<file path="config.mk">
export PLATFORM = sky130hd
export DESIGN_NAME = irq_entry_seq
export DESIGN_NICKNAME = d
export VERILOG_FILES = /design/src/rtl/irq_seq_pkg.sv /design/src/rtl/irq_pick.sv /design/src/rtl/irq_ctx_push.sv /design/src/rtl/irq_entry_seq.sv
export SDC_FILE = /design/constraint.sdc
export NUM_CORES = 1
export LEC_CHECK = 0
export BUFFER_PORTS_ARGS = -buffer_cell sky130_fd_sc_hd__buf_4
export CAP_MARGIN = 20
export CORE_ASPECT_RATIO = 1.1
export CORE_MARGIN = 3
export CORE_UTILIZATION = 54
export DETAILED_ROUTE_END_ITERATION = 16
export PLACE_DENSITY = 0.85
export SLEW_MARGIN = 20
export SYNTH_ARGS = -nofsm -noshare
export SYNTH_HDL_FRONTEND = slang
export SYNTH_SLANG_ARGS = --single-unit
</file>
<file path="constraint.sdc">
create_clock -name clk -period 4.4 [get_ports clk]
set_input_delay 0.44 -clock clk [delete_from_list [all_inputs] [get_ports clk]]
set_output_delay 0.44 -clock clk [all_outputs]
set_load 0.02 [all_outputs]
</file>
<file path="src/rtl/irq_seq_pkg.sv">
package irq_seq_pkg;

  // sequencer phases
  typedef enum logic [2:0] {
    S_IDLE,
    S_PUSH,
    S_VHI,
    S_VLO,
    S_FIN
  } seq_state_e;

  localparam int PUSH_BYTES = 5;
  localparam int SLOT_W     = 3;

  // vector slot of a source: two bytes per source, counting down from the base
  function automatic logic [15:0] vec_addr_of(input logic [15:0] base,
                                              input int unsigned idx);
    return base - 16'(idx << 1);
  endfunction

  // byte placed on the stack in a given push slot
  function automatic logic [7:0] push_byte(input logic [SLOT_W-1:0] slot,
                                           input logic [15:0] pc,
                                           input logic [7:0]  x,
                                           input logic [7:0]  a,
                                           input logic [7:0]  ccr);
    case (slot)
      3'd0:    return pc[7:0];
      3'd1:    return pc[15:8];
      3'd2:    return x;
      3'd3:    return a;
      default: return ccr;
    endcase
  endfunction

  // condition register with the mask bit forced on
  function automatic logic [7:0] with_mask(input logic [7:0] c,
                                           input int unsigned pos);
    logic [7:0] r;
    r = c;
    r[pos[2:0]] = 1'b1;
    return r;
  endfunction

endpackage

</file>
<file path="src/rtl/irq_pick.sv">
module irq_pick #(
  parameter int NSRC = 8,
  localparam int IW = (NSRC > 1) ? $clog2(NSRC) : 1
) (
  input  logic [NSRC-1:0] src_flag,
  input  logic [NSRC-1:0] src_en,
  output logic            any_req,
  output logic [IW-1:0]   win_idx
);

  logic [NSRC-1:0] req;

  // a source asks only with both its flag and its enable
  for (genvar g = 0; g < NSRC; g++) begin : g_req
    assign req[g] = src_flag[g] & src_en[g];
  end

  // lowest index wins: scan from the top so the last hit is the lowest
  always_comb begin
    any_req = 1'b0;
    win_idx = '0;
    for (int i = NSRC - 1; i >= 0; i--) begin
      if (req[i]) begin
        any_req = 1'b1;
        win_idx = IW'(i);
      end
    end
  end

endmodule

</file>
<file path="src/rtl/irq_ctx_push.sv">
module irq_ctx_push
  import irq_seq_pkg::*;
(
  input  logic              clk,
  input  logic              rst_n,
  input  logic              capture,
  input  logic [15:0]       pc_in,
  input  logic [7:0]        x_in,
  input  logic [7:0]        a_in,
  input  logic [7:0]        ccr_in,
  input  logic [15:0]       sp_in,
  output logic              active,
  output logic [SLOT_W-1:0] slot,
  output logic              last,
  output logic [15:0]       addr,
  output logic [7:0]        data,
  output logic [15:0]       sp_now,
  output logic [7:0]        ccr_saved
);

  localparam logic [SLOT_W-1:0] LAST_SLOT = SLOT_W'(PUSH_BYTES - 1);

  logic [15:0] pc_q;
  logic [7:0]  x_q, a_q;
  logic [15:0] sp_q;

  always_ff @(posedge clk or negedge rst_n) begin
    if (!rst_n) begin
      active    <= 1'b0;
      slot      <= '0;
      pc_q      <= '0;
      x_q       <= '0;
      a_q       <= '0;
      ccr_saved <= '0;
      sp_q      <= '0;
    end else if (capture) begin
      active    <= 1'b1;
      slot      <= '0;
      pc_q      <= pc_in;
      x_q       <= x_in;
      a_q       <= a_in;
      ccr_saved <= ccr_in;
      sp_q      <= sp_in;
    end else if (active) begin
      // write at the pointer, then step it down
      sp_q <= sp_q - 16'd1;
      slot <= slot + 1'b1;
      if (slot == LAST_SLOT) active <= 1'b0;
    end
  end

  assign last   = active && (slot == LAST_SLOT);
  assign addr   = sp_q;
  assign data   = push_byte(slot, pc_q, x_q, a_q, ccr_saved);
  assign sp_now = sp_q;

endmodule

</file>
<file path="src/rtl/irq_entry_seq.sv">
module irq_entry_seq
  import irq_seq_pkg::*;
#(
  parameter int          NSRC     = 8,
  parameter logic [15:0] VEC_BASE = 16'hFFFE,
  parameter int          MASK_BIT = 3
) (
  input  logic            clk,
  input  logic            rst_n,
  input  logic [NSRC-1:0] src_flag,
  input  logic [NSRC-1:0] src_en,
  input  logic            insn_boundary,
  input  logic [15:0]     pc_in,
  input  logic [7:0]      x_in,
  input  logic [7:0]      a_in,
  input  logic [7:0]      ccr_in,
  input  logic [15:0]     sp_in,
  output logic [15:0]     mem_addr,
  output logic [7:0]      mem_wdata,
  input  logic [7:0]      mem_rdata,
  output logic            mem_we,
  output logic            mem_re,
  output logic            busy,
  output logic            done,
  output logic [15:0]     new_pc,
  output logic [7:0]      new_ccr,
  output logic [15:0]     new_sp
);

  localparam int IW = (NSRC > 1) ? $clog2(NSRC) : 1;

  seq_state_e        state_q, state_d;
  logic              any_req;
  logic [IW-1:0]     win_idx, win_q;
  logic              start_ev;
  logic              push_active, push_last;
  logic [SLOT_W-1:0] push_slot;
  logic [15:0]       push_addr, sp_final, vec_addr;
  logic [7:0]        push_data, ccr_saved, vec_hi_q;
  logic [15:0]       pc_q;
  logic              done_q;

  irq_pick #(.NSRC(NSRC)) u_pick (
    .src_flag (src_flag),
    .src_en   (src_en),
    .any_req  (any_req),
    .win_idx  (win_idx)
  );

  // take the request only at a boundary, when idle and unmasked
  assign start_ev = (state_q == S_IDLE) && insn_boundary && any_req && !ccr_in[MASK_BIT];

  irq_ctx_push u_push (
    .clk       (clk),
    .rst_n     (rst_n),
    .capture   (start_ev),
    .pc_in     (pc_in),
    .x_in      (x_in),
    .a_in      (a_in),
    .ccr_in    (ccr_in),
    .sp_in     (sp_in),
    .active    (push_active),
    .slot      (push_slot),
    .last      (push_last),
    .addr      (push_addr),
    .data      (push_data),
    .sp_now    (sp_final),
    .ccr_saved (ccr_saved)
  );

  always_comb begin
    state_d = state_q;
    case (state_q)
      S_IDLE:  if (start_ev) state_d = S_PUSH;
      S_PUSH:  if (push_last) state_d = S_VHI;
      S_VHI:   state_d = S_VLO;
      S_VLO:   state_d = S_FIN;
      S_FIN:   state_d = S_IDLE;
      default: state_d = S_IDLE;
    endcase
  end

  always_ff @(posedge clk or negedge rst_n) begin
    if (!rst_n) begin
      state_q  <= S_IDLE;
      win_q    <= '0;
      vec_hi_q <= '0;
      pc_q     <= '0;
      done_q   <= 1'b0;
    end else begin
      state_q <= state_d;
      done_q  <= 1'b0;
      // winner frozen here for the whole sequence
      if (start_ev) win_q <= win_idx;
      // high byte arrives during the low-byte read cycle
      if (state_q == S_VLO) vec_hi_q <= mem_rdata;
      if (state_q == S_FIN) begin
        pc_q   <= {vec_hi_q, mem_rdata};
        done_q <= 1'b1;
      end
    end
  end

  assign vec_addr  = vec_addr_of(VEC_BASE, 32'(win_q));
  assign mem_we    = push_active;
  assign mem_re    = (state_q == S_VHI) || (state_q == S_VLO);
  assign mem_addr  = push_active          ? push_addr :
                     (state_q == S_VLO)   ? vec_addr + 16'd1 : vec_addr;
  assign mem_wdata = push_active ? push_data : 8'h00;
  assign busy      = (state_q != S_IDLE);
  assign done      = done_q;
  assign new_pc    = pc_q;
  assign new_ccr   = with_mask(ccr_saved, MASK_BIT);
  assign new_sp    = sp_final;

  // ---- assertions ----
  AST_NEEDS_REQUEST: assert property (@(posedge clk) disable iff (!rst_n)
    $rose(busy) |-> $past(|(src_flag & src_en)));
  AST_MASK_BLOCKS: assert property (@(posedge clk) disable iff (!rst_n)
    $rose(busy) |-> !$past(ccr_in[MASK_BIT]));
  AST_NEEDS_BOUNDARY: assert property (@(posedge clk) disable iff (!rst_n)
    $rose(busy) |-> $past(insn_boundary));
  AST_STACK_STEPS_DOWN: assert property (@(posedge clk) disable iff (!rst_n)
    mem_we && $past(mem_we) |-> mem_addr == $past(mem_addr) - 16'd1);
  AST_CCR_STACKED_CLEAR: assert property (@(posedge clk) disable iff (!rst_n)
    mem_we && push_slot == SLOT_W'(PUSH_BYTES - 1) |-> !mem_wdata[MASK_BIT]);
  AST_NEW_CCR_MASKED: assert property (@(posedge clk) disable iff (!rst_n)
    done |-> new_ccr[MASK_BIT]);
  AST_WIN_STABLE: assert property (@(posedge clk) disable iff (!rst_n)
    busy && $past(busy) |-> $stable(win_q));
  AST_VEC_LO_FOLLOWS: assert property (@(posedge clk) disable iff (!rst_n)
    mem_re && $past(mem_re) |-> mem_addr == $past(mem_addr) + 16'd1);
  AST_DONE_PULSE: assert property (@(posedge clk) disable iff (!rst_n)
    done |=> !done);
  AST_NO_BUS_IDLE: assert property (@(posedge clk) disable iff (!rst_n)
    !busy |-> !mem_we && !mem_re);

endmodule

</file>
==> key figures, run 1 <==
Clock tree
  – CTS resizes: 0
  – Post CTS Setup Buffer Count: 0
  – Root Driver: clkbuf_8
  – Clk sinks: 91
  – Num CTS Buffers: 9
  – CTS Hold Buffers Added: 0
  – Clk buf depth: 2
  – Clock latency on the worst-skew pair: 0.35 ns
  – Clock transition at path regs: 0.10 ns
  – H-tree Lvls: 3
  – CTS tree: done

Synthesis
  – Multiplexer area fraction after synthesis: 20.1%
  – Synth Area in Compound Gates: 7.29%
  – Yosys top cell area share: 51.9%
  – Share of synthesized cell area in full adder, half adder and majority cells: 1.71%
  – XOR/XNOR Fraction of Synth Area: 2.79%
  – Yosys top cell by area: dfrtp_1
  – Primary FF master, synth: dfrtp_1
  – EDFF count, synth: 0
  – Synthesized area per cell: 12.4 um2
  – Register area share after synthesis: 51.9%
  – Ys async rst share: 100%
  – Synth Cell Area: 0.00439 mm2
  – Synth Area in Simple Gates: 12.0%
  – Number of synthesis warnings: 0
  – Post-synthesis register bit count: 91
  – Largest family of logic cells by synthesized area: multiplexers
  – Cell count after synthesis: 353
  – Yosys cell types: 47
  – Mapped Nets: 442
  – Synth area leaders: dfrtp_1 (52%), mux2_2 (11%), mux2_1 (8.5%)

Floorplan
  – Die area: 0.00925 mm2
  – Row cnt: 33
  – Chip Width: 92.0 um
  – Die height: 101 um
  – Top-level port count: 151
  – Core box area: 0.00768 mm2
  – Initial Util: 57.2%

Global routing
  – Gr usage total: 23.1%
  – Largest net degree at the start of global routing: 92
  – Vias in the first global route: 3490
  – Initial antenna violation count: 0
  – Global-route wire length before repair: 16800 um
  – Overflow after GRT: 0

Hold path
  – Min-Delay Path Class: in -> async

Cells and area
  – Layout fillers: 541
  – Nets: 580
  – Fraction of layout cells with a size suffix above 1: 43.5%
  – Final core occ: 74.6%
  – Multi-input logic area: 0.00193 mm2
  – Storage cell area: 0.00228 mm2
  – Non-Filler Instances: 601
  – Most frequent cells in the layout: buf_4 (150), dfrtp_1 (91), mux2_2 (41)
  – Antenna cells: 0
  – Commonest non-fill, non-tap cell in the layout: buf_4
  – Finished Cell Area: 0.00573 mm2
  – Synth-to-layout area growth: 30.5%

Worst setup path
  – CP Data Arrival Time: 2.65 ns
  – Critical path class: reg -> out
  – Worst setup SP type: flip-flop
  – Capture point of the worst path: mem_wdata[1]
  – CP Max Fanout: 12
  – Reg-to-reg startpoint: state_q[2]
  – R2R cell count: 4
  – R2R setup slack: 1.94 ns
  – Crit. Startpoint: u_push.slot[0]
  – CP required: 3.96 ns
  – CP Capture Type: output pin
  – Reg-to-reg endpoint: u_push.x_q[0]

Timing
  – Hold_ws: 0.138 ns
  – Finish-stage setup viols: 0
  – RSZ-0062 raised after global routing: false
  – Setup ws final: 1.31 ns
  – Max-slew violation count: 0
  – Slew @ Worst Pin: 0.802 ns
  – Post-route minimum period: 3.09 ns
  – Rel. slew slack: 46.5%
  – Highest achievable clock rate: 324 MHz
  – Post-route setup TNS: 0 ns
  – Fin crit share: 70.2%
  – Setup Skew: 0.0121 ns
  – Final hold vios: 0

Place
  – Routability Congestion: 0.795
  – Area after DPL: 0.00550 mm2
  – Placed wire-length estimate: 7880 um
  – Dpl ws: 1.69 ns
  – # port buffers: 149
  – Placed cell count: 585

Detailed routing
  – Via density per instance: 5.57
  – Routed vias: 3345
  – Wire per inst: 17.4 um
  – Drt first pass iters: 4
  – DRT iter0 DRCs: 133
  – Routed Antenna Nets: 0
  – Drc violations: 0
  – Routed WL: 10500 um

Power and ir drop
  – Power Total: 4.39 mW
  – Power per cell area: 767 mW/mm2
  – Max VDD drop: 0.520 mV
  – P_leak: 2.67 nW

Flow run
  – Maxcap violations: 0

Run status
  – Status: complete, no violations
-- power breakdown --
| group | switching (mW) | internal, mW | total [mW] |
|---|---|---|---|
| Clock | 0.301 | 0.327 | 0.629 |
| Combinational | 1.12 | 1.05 | 2.18 |
| Sequential | 0.341 | 1.25 | 1.59 |
-- flip-flops by register name, summed over array words and instances, names as in the netlist --
| register | count |
|---|---|
| new_pc | 16 |
| vec_hi_q | 8 |
| u_push.active | 1 |
| u_push.slot | 3 |
| done | 1 |
| u_push.a_q | 8 |
| u_push.addr | 16 |
| u_push.x_q | 8 |
| u_push.pc_q | 16 |
| u_push.ccr_saved | 8 |
| state_q | 3 |
| win_q | 3 |
-- cell type report --
cell class / count / share of cell area, %
Sequential cell: 91 / 39.7
Tap cell: 105 / 2.29
Multi-Input combinational cell: 230 / 33.7
Inverter: 8 / 0.524
Clock buffer: 10 / 2.23
Timing Repair Buffer: 151 / 19.8
Clock inverter: 6 / 1.68
-- worst min-delay path by stage --
stage | start | endpoint | slack, ns | cells after the start
2_1_floorplan | rst_n | done | 0.14 | 0
3_3_place_gp | u_push.x_q[1] | u_push.x_q[1] | 0.47 | 1
3_5_place_dp | u_push.x_q[1] | u_push.x_q[1] | 0.48 | 1
4_1_cts | ccr_in[2] | u_push.ccr_saved[2] | 0.28 | 2
5_1_grt | rst_n | u_push.a_q[2] | 0.20 | 1
6_report | rst_n | u_push.ccr_saved[2] | 0.14 | 1
-- worst max-delay path: stages, from the launching register on --
cell and delay (ns):
dfrtp_1 0.43, inv_1 0.09, ha_1 0.36, or3_1 0.42, a21oi_1 0.52, a221oi_1 0.17
nor2b_1 0.16, buf_4 0.16
-- logic make-up after synthesis --
kind of cell,count (synthesis)
AO/OA/AOI/OAI,42
other,1
buffers and inverters,32
XOR/XNOR,14
adder cells (fa/ha/maj),6
multiplexers,79
AND/OR/NAND/NOR,88
flip-flops,91
-- synthesized netlist by cell type (4+ instances only) --
master	count
dfrtp_1	91
mux2_2	41
mux2_1	33
nand2_1	15
nor2_1	15
nand2b_1	14
xnor2_1	12
nor2b_1	10
a222oi_1	9
a221oi_1	8
buf_4	8
inv_1	8
clkbuf_1	7
nand3_1	7
a21oi_1	6
ha_1	6
mux2i_1	5
o21ai_0	5
a22oi_1	4
buf_6	4
nand4_1	4
or3_1	4
-- routing by layer --
metal	routed length (um)	track usage, %
met5	0	0
met3	653	4.71
met2	5460	40.7
met4	211	9.71
met1	4160	27.8
Note: power is estimated with default switching activity, not from simulation.
==> inputs of run 2 (changes only) <==
--- a/config.mk
+++ b/config.mk
@@ -9,9 +9,9 @@
 export CAP_MARGIN = 20
 export CORE_ASPECT_RATIO = 1.1
 export CORE_MARGIN = 3
-export CORE_UTILIZATION = 54
+export CORE_UTILIZATION = 50
 export DETAILED_ROUTE_END_ITERATION = 16
-export PLACE_DENSITY = 0.85
+export PLACE_DENSITY = 0.8
 export SLEW_MARGIN = 20
 export SYNTH_ARGS = -nofsm -noshare
 export SYNTH_HDL_FRONTEND = slang
==> constraint.sdc (replaced) <==
create_clock -name clk -period 3.1 [get_ports clk]
set_input_delay 0.31 -clock clk [delete_from_list [all_inputs] [get_ports clk]]
set_output_delay 0.31 -clock clk [all_outputs]
set_load 0.02 [all_outputs]
==> key figures, run 2 (synthesized netlist as in run 1, its figures left out) <==
Worst setup path
  – CP Capture Type: output pin
  – R2R setup slack: 0.73 ns
  – CP Data Arrival Time: 2.45 ns
  – CP required: 2.79 ns
  – Crit. Startpoint: u_push.slot[0]
  – Critical path class: reg -> out
  – Reg-to-reg startpoint: state_q[2]
  – Capture point of the worst path: mem_wdata[3]
  – CP Max Fanout: 12
  – Worst setup SP type: flip-flop
  – Reg-to-reg endpoint: u_push.ccr_saved[0]
  – R2R cell count: 5

Timing
  – Finish-stage setup viols: 0
  – Max-slew violation count: 0
  – Highest achievable clock rate: 362 MHz
  – RSZ-0062 raised after global routing: false
  – Post-route minimum period: 2.76 ns
  – Post-route setup TNS: 0 ns
  – Fin crit share: 89.2%
  – Slew @ Worst Pin: 0.538 ns
  – Rel. slew slack: 63.8%
  – Final hold vios: 0
  – Setup Skew: 0.0159 ns

Cells and area
  – Commonest non-fill, non-tap cell in the layout: buf_4
  – Most frequent cells in the layout: buf_4 (151), dfrtp_1 (91), mux2_2 (41)
  – Antenna cells: 0
  – Synth-to-layout area growth: 31.4%
  – Nets: 583
  – Fraction of layout cells with a size suffix above 1: 43.9%
  – Final core occ: 68.3%

Power and ir drop
  – Sequential group share of total power: 36.2%
  – Max VDD drop: 0.650 mV
  – Clk pwr share: 13.6%
  – P_leak: 2.68 nW
  – Power per cell area: 1070 mW/mm2
  – Switching share of power: 40.6%
  – Cell-internal power: 3.67 mW
  – Comb pwr share: 50.2%
  – Switching power: 2.51 mW

Global routing
  – Vias in the first global route: 3475
  – Largest net degree at the start of global routing: 92
  – Global-route wire length before repair: 16700 um
  – Initial antenna violation count: 0
  – Overflow after GRT: 0
  – Gr usage total: 21.1%

Run status
  – Status: complete, no violations

Clock tree
  – Num CTS Buffers: 9
  – Root Driver: clkbuf_8
  – Clk sinks: 91
  – Clock latency on the worst-skew pair: 0.36 ns
  – CTS tree: done
  – Post CTS Setup Buffer Count: 0
  – Clock transition at path regs: 0.10 ns
  – Clk buf depth: 2
  – H-tree Lvls: 3

Floorplan
  – Die height: 104 um
  – Initial Util: 52.0%
  – Die area: 0.00995 mm2
  – Core box area: 0.00845 mm2
  – Row cnt: 35
  – Chip Width: 95.4 um
  – Top-level port count: 151

Detailed routing
  – Routed vias: 3298
  – DRT iter0 DRCs: 143
  – Via density per instance: 5.41
  – Routed Antenna Nets: 0
  – Drc violations: 0
  – Drt first pass iters: 4
  – Wire per inst: 16.8 um
  – Routed WL: 10200 um

Hold path
  – Min-Delay Path Class: in -> reg

Place
  – Placed wire-length estimate: 7480 um
  – Routability Congestion: 0.820
  – # port buffers: 149

Flow run
  – Maxcap violations: 0
## run 2: critical path: stages, from the launching register on
cell	delay, ns
dfrtp_1	0.42
inv_1	0.08
ha_1	0.34
or3_1	0.43
a21oi_2	0.35
a221oi_1	0.14
nor2b_1	0.17
buf_4	0.16
## run 2: how the worst min path moves through the flow
stage,to,from,slack (ns),depth (start not counted)
6_report,u_push.x_q[4],x_in[4],0.15,2
2_1_floorplan,done,rst_n,0.01,0
4_1_cts,u_push.a_q[1],a_in[1],0.15,2
5_1_grt,u_push.a_q[5],a_in[5],0.15,2
3_5_place_dp,u_push.a_q[1],rst_n,0.39,2
3_3_place_gp,u_push.pc_q[6],rst_n,0.39,2
## run 2: timing repair
action | in CTS | in global routing
hold buffers | 1 | 0
endpoints found under the hold margin | 14 | 0
gates resized for setup | 0 | 1
endpoints found under the setup margin | 0 | 3
## run 2: layer usage
metal | vias to the layer above | GRT usage, % | part of all wire (%)
met2 | 124 | 35.3 | 50
met5 | - | 0 | 0
met4 | 0 | 7.53 | 1.1
li1 | 1556 | - | -
met3 | 8 | 3.69 | 6.6
met1 | 1610 | 27.0 | 42
## run 2: power groups by stage
stage	Combinational, mW	Sequential, mW	Clock (mW)
2_1_floorplan	1.83	2.37	0
3_3_place_gp	3.03	2.23	0
3_5_place_dp	3.11	2.26	0
4_1_cts	3.13	2.23	0.853
5_1_grt	3.36	2.32	0.911
6_report	3.10	2.23	0.842
## run 2: area by class of cell
| cell class | count | area (um2) |
|---|---|---|
| multi-input combinational | 230 | 1940 |
| tap | 111 | 139 |
| clock buffer | 10 | 128 |
| clock inverter | 6 | 76.3 |
| sequential | 91 | 2280 |
| timing repair buffer | 154 | 1180 |
| fill | 658 | 2680 |
| inverter | 8 | 30.0 |
## run 2: through the flow
stage	area [um2]	hold WS (ns)	setup slack [ns]	cells	power, mW
after floorplan	4390	0.0144	0.832	353	4.20
after global placement	5550	0.393	0.655	593	5.26
after detailed placement	5550	0.393	0.516	593	5.37
after CTS	5770	0.145	0.110	610	6.21
after global routing	5770	0.149	0.199	610	6.59
final	5770	0.154	0.335	610	6.18
==> inputs of run 3 (changes only) <==
--- a/config.mk
+++ b/config.mk
@@ -12,6 +12,7 @@
 export CORE_UTILIZATION = 50
 export DETAILED_ROUTE_END_ITERATION = 16
 export PLACE_DENSITY = 0.8
+export RECOVER_POWER = 100
 export SLEW_MARGIN = 20
 export SYNTH_ARGS = -nofsm -noshare
 export SYNTH_HDL_FRONTEND = slang
==> key figures, run 3 (synthesized netlist as in run 1, its figures left out) <==
Worst setup path
  – CP Max Fanout: 12
  – Critical Path Slowest Stage Cell: or3_1
  – CP required: 2.79 ns
  – Worst-path cell chain: inv_1 > ha_1 > or3_1 > a21oi_2 > a221oi_1 > nor2b_1 > clkbuf_1
  – Reg-to-reg endpoint: u_push.ccr_saved[0]
  – R2R cell count: 5
  – CP peak stage delay: 0.43 ns
  – Critical path class: reg -> out
  – Worst setup SP type: flip-flop
  – Top Family by Delay on Critical Path: simple AND/OR/NAND/NOR gates
  – CP Data Arrival Time: 2.54 ns
  – CP Capture Type: output pin
  – Crit. Startpoint: u_push.slot[0]
  – Worst path bufs/invs: 2
  – R2R setup slack: 0.31 ns
  – CP Depth: 7
  – Capture point of the worst path: mem_wdata[3]
  – Reg-to-reg startpoint: state_q[2]

Timing
  – Final hold vios: 0
  – Hold_ws: 0.157 ns
  – Setup Skew: 0.0155 ns
  – Fin crit share: 91.9%
  – Highest achievable clock rate: 351 MHz
  – Finish-stage setup viols: 0
  – Post-route setup TNS: 0 ns
  – Slew @ Worst Pin: 2.20 ns
  – Max-slew violation count: 92
  – Rel. slew slack: -46.9%
  – RSZ-0062 raised after global routing: false
  – Post-route minimum period: 2.85 ns

Clock tree
  – CTS tree: done
  – Clk buf depth: 2
  – Clock transition at path regs: 0.10 ns
  – Num CTS Buffers: 9
  – Root Driver: clkbuf_8
  – Clock latency on the worst-skew pair: 0.36 ns
  – H-tree Lvls: 3
  – Clk sinks: 91

Power and ir drop
  – Clk pwr share: 14.5%
  – Max VDD drop: 0.575 mV
  – P_leak: 2.42 nW
  – Power Total: 5.77 mW
  – Sequential group share of total power: 38.6%
  – Switching power: 2.48 mW
  – Comb pwr share: 46.9%
  – Switching share of power: 43.0%
  – Power per cell area: 1050 mW/mm2
  – Cell-internal power: 3.29 mW

Flow run
  – Maxcap violations: 1

Global routing
  – Largest net degree at the start of global routing: 92
  – Initial antenna violation count: 0
  – Overflow after GRT: 0
  – Global-route wire length before repair: 16700 um
  – Vias in the first global route: 3475
  – Gr usage total: 21.1%

Cells and area
  – Synth-to-layout area growth: 24.6%
  – Antenna cells: 0
  – Nets: 583
  – Most frequent cells in the layout: dfrtp_1 (91), buf_4 (84), clkbuf_1 (66)
  – Fraction of layout cells with a size suffix above 1: 30.3%
  – Commonest non-fill, non-tap cell in the layout: dfrtp_1

Floorplan
  – Die area: 0.00995 mm2
  – Initial Util: 52.0%
  – Die height: 104 um
  – Row cnt: 35
  – Core box area: 0.00845 mm2
  – Chip Width: 95.4 um
  – Top-level port count: 151

Detailed routing
  – Wire per inst: 16.8 um
  – DRT iter0 DRCs: 166
  – Drc violations: 0
  – Routed Antenna Nets: 0
  – Routed vias: 3306
  – Routed WL: 10300 um
  – Via density per instance: 5.42
  – Drt first pass iters: 4

Place
  – Placed wire-length estimate: 7480 um
  – # port buffers: 149
  – Routability Congestion: 0.820

Run status
  – Status: finished with violations
  – Failing checks: capacitance limit, slew limit

Hold path
  – Min-Delay Path Class: in -> reg
==> run 3: cell types whose count changed in the layout (fill, tap and decap cells not counted), moves of 2 or more <==
cell,previous run,this run
buf_12,2,0
buf_4,151,84
clkbuf_1,1,66
clkbuf_2,0,3
nor3b_1,0,2
o21ai_0,5,7
o21ai_1,2,0
==> run 3: power groups by stage <==
stage	registers, mW	clock network, mW	logic (mW)
floorplan	2.37	0	1.83
global placement	2.23	0	3.03
detailed placement	2.26	0	3.11
CTS	2.23	0.853	3.13
global route	2.31	0.911	2.96
finish	2.23	0.838	2.71
==> run 3: cell type report <==
cell class / count / area [um2]
clock buffers: 10 / 128
clock inverters: 6 / 76.3
fillers: 738 / 2980
inverters: 8 / 30.0
multi-input cells: 230 / 1920
flip-flops and latches: 91 / 2280
well taps: 111 / 139
repair buffers: 154 / 907
==> run 3: worst register-to-register path, cell delays in order (launching register included) <==
cell and delay [ns]:
dfrtp_1 0.42, or3_4 0.41, or3b_1 0.50, nor2_8 0.38, clkbuf_2 0.57, mux2_1 0.40
==> run 3: how the worst min path moves through the flow <==
stage / end / depth (start not counted) / startpoint
after global routing: u_push.pc_q[6] / 2 / pc_in[6]
after floorplan: done / 0 / rst_n
final: u_push.x_q[4] / 2 / x_in[4]
after CTS: u_push.a_q[1] / 2 / a_in[1]
after global placement: u_push.pc_q[6] / 2 / rst_n
after detailed placement: u_push.a_q[1] / 2 / rst_n
==> run 3: per-layer routing <==
metal,vias to the layer above,global-route usage (%),routed length [um]
met4,0,7.53,167
met2,135,35.3,5070
met1,1605,27.0,4330
li1,1555,-,-
met5,-,0,0
met3,11,3.69,699
==> run 3: metrics by stage <==
| step | utilization [%] | std cells | area [um2] | setup slack (ns) |
|---|---|---|---|---|
| 2_1_floorplan | - | 353 | 4390 | 0.832 |
| 4_1_cts | 68.2 | 610 | 5770 | 0.110 |
| 3_5_place_dp | 65.7 | 593 | 5550 | 0.516 |
| 6_report | 64.8 | 610 | 5470 | 0.251 |
| 5_1_grt | 64.8 | 610 | 5470 | 0.108 |
| 3_3_place_gp | 65.7 | 593 | 5550 | 0.655 |
==> run 3: what timing repair did <==
action,4_1_cts,5_1_grt
buffers inserted,0,0
setup endpoints to repair,0,3
gates resized for setup,0,1
endpoints found under the hold margin,14,0
hold buffers,1,0
